## config.mk

```make
export PLATFORM = sky130hd
export DESIGN_NAME = fb_fill_engine
export DESIGN_NICKNAME = d
export VERILOG_FILES = /design/src/rtl/fb_fill_pkg.sv /design/src/rtl/fb_fill_regs.sv /design/src/rtl/fb_fill_seq.sv /design/src/rtl/fb_swap_ctrl.sv /design/src/rtl/fb_fill_engine.sv
export SDC_FILE = /design/constraint.sdc
export NUM_CORES = 1
export LEC_CHECK = 0
export BUFFER_PORTS_ARGS = -buffer_cell sky130_fd_sc_hd__buf_4
export CAP_MARGIN = 20
export CORE_UTILIZATION = 40
export DETAILED_ROUTE_END_ITERATION = 8
export PLACE_DENSITY = 0.73
export REMOVE_ABC_BUFFERS = 1
export SETUP_SLACK_MARGIN = 0.02
export SLEW_MARGIN = 25
export SYNTH_ARGS = -nofsm -noshare
export SYNTH_HDL_FRONTEND = slang
export SYNTH_SLANG_ARGS = --single-unit
```

## constraint.sdc

```tcl
create_clock -name clk -period 2.1 [get_ports clk]
set_input_delay 0.21 -clock clk [delete_from_list [all_inputs] [get_ports clk]]
set_output_delay 0.21 -clock clk [all_outputs]
set_load 0.03 [all_outputs]
```

## src/rtl/fb_fill_pkg.sv

```systemverilog
// Shared definitions for the frame buffer fill engine.
// Assumes a 2-bit register index on the software port.
package fb_fill_pkg;
    typedef enum logic [1:0] {
        REG_LEN  = 2'd0,
        REG_ADDR = 2'd1,
        REG_DATA = 2'd2,
        REG_SEL  = 2'd3
    } reg_idx_e;
endpackage

```

## src/rtl/fb_fill_regs.sv

```systemverilog
// Register file of the fill engine: length, start address and fill data.
// The address register also serves as the running write pointer: each
// step advances its low LINE_W bits only, so after a fill it holds the
// word that follows the last one written. Assumes writes are already
// gated off by the top while a fill runs.
module fb_fill_regs #(
    parameter int ADDR_W = 16,
    parameter int DATA_W = 16,
    parameter int LEN_W  = 8,
    parameter int LINE_W = 8
) (
    input  logic              clk,
    input  logic              rst_n,
    input  logic              wr_len,
    input  logic              wr_addr,
    input  logic              wr_data,
    input  logic [DATA_W-1:0] wdata,
    input  logic              step,
    output logic [LEN_W-1:0]  len_q,
    output logic [ADDR_W-1:0] addr_q,
    output logic [DATA_W-1:0] data_q
);
    localparam int HI_W = ADDR_W - LINE_W;

    // Length register: loaded by software only.
    always_ff @(posedge clk) begin
        if (!rst_n)
            len_q <= '0;
        else if (wr_len)
            len_q <= wdata[LEN_W-1:0];
    end

    // Address register: loaded by software, stepped inside the line by the sequencer.
    always_ff @(posedge clk) begin
        if (!rst_n)
            addr_q <= '0;
        else if (wr_addr)
            addr_q <= wdata[ADDR_W-1:0];
        else if (step)
            addr_q <= {addr_q[ADDR_W-1 -: HI_W], addr_q[LINE_W-1:0] + LINE_W'(1)};
    end

    // Data register: the write that starts a fill also stores its value.
    always_ff @(posedge clk) begin
        if (!rst_n)
            data_q <= '0;
        else if (wr_data)
            data_q <= wdata;
    end
endmodule

```

## src/rtl/fb_fill_seq.sv

```systemverilog
// Fill sequencer: counts len+1 write cycles after a start pulse and
// latches the target bank (the buffer not displayed) at start time.
// Assumes start is only pulsed while idle.
module fb_fill_seq #(
    parameter int LEN_W = 8
) (
    input  logic             clk,
    input  logic             rst_n,
    input  logic             start,
    input  logic [LEN_W-1:0] len,
    input  logic             disp_sel,
    output logic             busy,
    output logic             bank,
    output logic             step
);
    logic [LEN_W-1:0] remain_q;

    // Busy flag and remaining-word counter.
    always_ff @(posedge clk) begin
        if (!rst_n) begin
            busy     <= 1'b0;
            remain_q <= '0;
        end else if (start) begin
            busy     <= 1'b1;
            remain_q <= len;
        end else if (busy) begin
            if (remain_q == '0)
                busy <= 1'b0;
            else
                remain_q <= remain_q - LEN_W'(1);
        end
    end

    // Target bank: inverse of the displayed buffer, frozen for the whole fill.
    always_ff @(posedge clk) begin
        if (!rst_n)
            bank <= 1'b1;
        else if (start)
            bank <= ~disp_sel;
    end

    assign step = busy;
endmodule

```

## src/rtl/fb_swap_ctrl.sv

```systemverilog
// Display buffer select control. A request is applied at once during
// vertical blanking or with the display mode field at zero. Otherwise it is
// held and applied on the clock that sees vblank rise.
// Assumes vblank is synchronous to clk.
module fb_swap_ctrl #(
    parameter int MODE_W = 2
) (
    input  logic              clk,
    input  logic              rst_n,
    input  logic              wr_sel,
    input  logic              sel_val,
    input  logic              vblank,
    input  logic [MODE_W-1:0] disp_mode,
    output logic              disp_sel,
    output logic              swap_pend
);
    logic vblank_q;
    logic req_q;
    logic may_swap;
    logic vb_rise;

    assign may_swap = vblank || (disp_mode == '0);
    assign vb_rise  = vblank && !vblank_q;

    // Blanking edge detector.
    always_ff @(posedge clk) begin
        if (!rst_n)
            vblank_q <= 1'b0;
        else
            vblank_q <= vblank;
    end

    // Select bit, pending flag and pending value.
    always_ff @(posedge clk) begin
        if (!rst_n) begin
            disp_sel  <= 1'b0;
            swap_pend <= 1'b0;
            req_q     <= 1'b0;
        end else if (wr_sel) begin
            if (may_swap) begin
                disp_sel  <= sel_val;
                swap_pend <= 1'b0;
            end else begin
                swap_pend <= (sel_val != disp_sel);
                req_q     <= sel_val;
            end
        end else if (swap_pend && vb_rise) begin
            disp_sel  <= req_q;
            swap_pend <= 1'b0;
        end
    end
endmodule

```

## src/rtl/fb_fill_engine.sv

```systemverilog
// Top of the frame buffer fill engine. It decodes the register port and
// gates every write off while a fill runs. It joins the registers, the
// sequencer and the swap control, and drives the memory write port.
// Assumes one memory write per clock is always accepted.
module fb_fill_engine #(
    parameter int ADDR_W = 16,
    parameter int DATA_W = 16,
    parameter int LEN_W  = 8,
    parameter int LINE_W = 8,
    parameter int MODE_W = 2
) (
    input  logic              clk,
    input  logic              rst_n,
    input  logic              reg_we,
    input  logic [1:0]        reg_idx,
    input  logic [DATA_W-1:0] reg_wdata,
    input  logic              vblank,
    input  logic [MODE_W-1:0] disp_mode,
    output logic [LEN_W-1:0]  len_q,
    output logic [ADDR_W-1:0] addr_q,
    output logic [DATA_W-1:0] data_q,
    output logic              disp_sel,
    output logic              swap_pend,
    output logic              busy,
    output logic              mem_we,
    output logic              mem_bank,
    output logic [ADDR_W-1:0] mem_addr,
    output logic [DATA_W-1:0] mem_wdata
);
    import fb_fill_pkg::*;

    logic     wr_ok;
    logic     step;
    reg_idx_e idx;

    // Register decode: accepted only while idle.
    assign idx   = reg_idx_e'(reg_idx);
    assign wr_ok = reg_we && !busy;

    fb_fill_regs #(
        .ADDR_W(ADDR_W), .DATA_W(DATA_W), .LEN_W(LEN_W), .LINE_W(LINE_W)
    ) u_regs (
        .clk    (clk),
        .rst_n  (rst_n),
        .wr_len (wr_ok && idx == REG_LEN),
        .wr_addr(wr_ok && idx == REG_ADDR),
        .wr_data(wr_ok && idx == REG_DATA),
        .wdata  (reg_wdata),
        .step   (step),
        .len_q  (len_q),
        .addr_q (addr_q),
        .data_q (data_q)
    );

    fb_fill_seq #(.LEN_W(LEN_W)) u_seq (
        .clk     (clk),
        .rst_n   (rst_n),
        .start   (wr_ok && idx == REG_DATA),
        .len     (len_q),
        .disp_sel(disp_sel),
        .busy    (busy),
        .bank    (mem_bank),
        .step    (step)
    );

    fb_swap_ctrl #(.MODE_W(MODE_W)) u_swap (
        .clk      (clk),
        .rst_n    (rst_n),
        .wr_sel   (wr_ok && idx == REG_SEL),
        .sel_val  (reg_wdata[0]),
        .vblank   (vblank),
        .disp_mode(disp_mode),
        .disp_sel (disp_sel),
        .swap_pend(swap_pend)
    );

    // Memory write port: the running address and the stored value.
    assign mem_we    = step;
    assign mem_addr  = addr_q;
    assign mem_wdata = data_q;
endmodule

```

==> reports/qor.csv <==
metric,value,unit
Peak supply drop,0.0003228,V
dominant synthesized flop cell,dfxtp_1,
# IOs,101,
register bit total from synthesis,54,
Die X,82.14,µm
Post-synth EDFFs,0,
Post-DP HPWL,4600,µm
fin. max-slew vios,0,
dominant cell type by area after synthesis,dfxtp_1,
Layout Skew,0.005529,ns
dpl ws,0.3865,ns
CP startpoint kind,flip-flop,
IO buf count,100,
Post-Syn Area,2569,µm²
first-pass GRT wire length,9701,µm
worst hold stages,2,
Layout Nets,408,
"Avg Cell Area, Syn",8.103,µm²
area delta synth->final,25.57,%
Fmax,582.9,MHz
slowest CP cell,dfxtp_1,
Pwr Density,658.6,nW/µm²
Vias,2317,
largest net degree at the start of global routing,24,
initial DRC count,118,
Rel. slew slack,50.53,%
gp weighted congestion,0.8305,
Top delay family on crit path,compound AO/OA/AOI/OAI gates,
Setup Viol. Count Final,0,
met2 usage,32.48,%
most frequent cells in the layout,"108 x buf_4, 77 x nand2_1, 54 x dfxtp_1",
Rows,28,
CTS tree,done,
RSZ-0062 raised after global routing,no,
drt total wl,6191,µm
H-Tree Depth,2,
Final period util,81.70,%
Clock Latency Late Sink,0.31,ns
"FFs w/ async S/R, synth",0,%
worst path arrival time,1.93,ns
register area share after synthesis,42.08,%
Worst R2R Setup Slack,0.38,ns
share of the synthesized area in the top cell type,42.08,%
"Hold Vio Cnt, Final",0,
min Tclk post-route,1.716,ns
DR pass1 iterations,5,
Clock Tree Root,clkbuf_8,
CTS Sinks,54,
Clock Pin Slew Worst Setup and Hold Paths,0.09,ns
CP Buf/Inv Count,1,
GR Util All Layers,18.85,%
Crit. path cell count,6,
CP peak stage delay,0.39,ns
DIE AREA,6746,µm²
"commonest non-fill, non-tap cell in the layout",buf_4,
Setup crit end kind,flip-flop,
status,completed,
GRT Max-Usage Layer,met2,
grt ovf,0,
Final Cell Area,3226,µm²
Ys Warns,0,
worst min path class,input pin to flip-flop,
diode count,0,
Critical Path RT,2.31,ns
crit path max fanout,5,
initial antenna violation count,0,
clock buffer depth,2,
GR met1 Demand/Resource,23.63,%
Pleak,1.361,nW
vias in the first global route,2036,
top post-synthesis cells by area,"dfxtp_1 42%, nand2_1 11%, buf_4 9.9%",
routed len/inst,13.52,µm
number of unique standard cell types used by synthesis,49,
Routed Antenna Nets,0,
met3 Track Usage GR,2.308,%
DIE HEIGHT,82.14,µm
CTS hold repair buffers,0,
CORE AREA,6061,µm²
DRC viols,0,
Worst Tran Pin Value,0.7364,ns
crit path cell chain,inv_1 -> ha_1 -> nor3b_1 -> a21boi_1 -> nor2_1 -> a221oi_1,
layout cells sized above 1,32.38,%
r2r worst-path depth,6,
postcts setup bufs,0,
maxcap violations,0,
Post-Synthesis Cells,317,
worst setup path class,flip-flop to flip-flop,
final worst slack,0.3844,ns
Pwr Total,0.002125,W
vias per std cell,5.059,
Num CTS Buffers,5,
Initial Util,42.38,%
post-CTS sizing,0,
DP Area,3134,µm²
[routing by layer]
layer / wire [µm] / vias to the layer above
li1: - / 1178
met1: 2756 / 1080
met2: 3130 / 52
met3: 210 / 7
met4: 94 / 0
met5: 0 / -
[worst reg2reg max path: stages, from the launching register on]
cell	delay (ns)
dfxtp_1	0.39
inv_1	0.08
ha_1	0.23
nor3b_1	0.17
a21boi_1	0.32
nor2_1	0.15
a221oi_1	0.29
[where the power goes]
part | internal (W) | switching (W) | leakage (nW)
combinational | 0.000176 | 0.000253 | 0.874
clock | 0.000267 | 0.000324 | 0.0482
sequential | 0.00106 | 0.0000415 | 0.439
total | 0.00151 | 0.000618 | 1.36
[logic make-up after synthesis]
logic type,Yosys count,synth area share (%)
AND/OR/NAND/NOR,117,21.09
adder cells (fa/ha/maj),2,0.9740
multiplexers,1,0.3897
XOR/XNOR,4,1.364
buffers and inverters,56,14.66
flip-flops,54,42.08
AO/OA/AOI/OAI,83,19.44
[registers in the layout (all words and copies together) (netlist names)]
name              flops
u_regs.data_q        16
u_seq.busy            1
u_regs.addr_q        16
u_swap.vblank_q       1
u_seq.remain_q        8
u_swap.disp_sel       1
u_swap.req_q          1
u_swap.swap_pend      1
u_seq.bank            1
u_regs.len_q          8
[through the flow]
| step | hold WS [ns] | setup TNS (ns) | utilization (%) | cells |
|---|---|---|---|---|
| floorplan | 0.2989 | -8.429 | - | 267 |
| global placement | 0.4398 | 0 | 51.71 | 450 |
| detailed placement | 0.4480 | 0 | 51.71 | 450 |
| CTS | 0.1270 | 0 | 53.22 | 458 |
| global route | 0.1260 | 0 | 53.22 | 458 |
| finish | 0.1375 | 0 | 53.22 | 458 |
[cell usage after synthesis, types with 4 or more instances]
| master | n |
|---|---|
| nand2_1 | 77 |
| dfxtp_1 | 54 |
| a21oi_1 | 47 |
| buf_4 | 34 |
| o21ai_0 | 10 |
| nor2_1 | 9 |
| clkbuf_1 | 7 |
| inv_1 | 6 |
| nor3_1 | 5 |
| o211ai_1 | 4 |
| xnor2_1 | 4 |
[worst paths after layout]
path	from	endpoint
max reg2reg	u_seq.remain_q[0]	u_seq.remain_q[1]
min	vblank	u_swap.vblank_q
min reg2reg	u_regs.len_q[4]	u_regs.len_q[4]
max	u_seq.remain_q[0]	u_seq.remain_q[1]
[layout make-up]
type,count,area [µm²]
inverters,6,22.52
flip-flops and latches,54,1081
repair buffers,108,810.8
well taps,75,93.84
multi-input cells,207,1126
clock buffers,7,86.33
clock inverters,1,5.005
fillers,586,2835
Power figures use the tool's default switching activity.
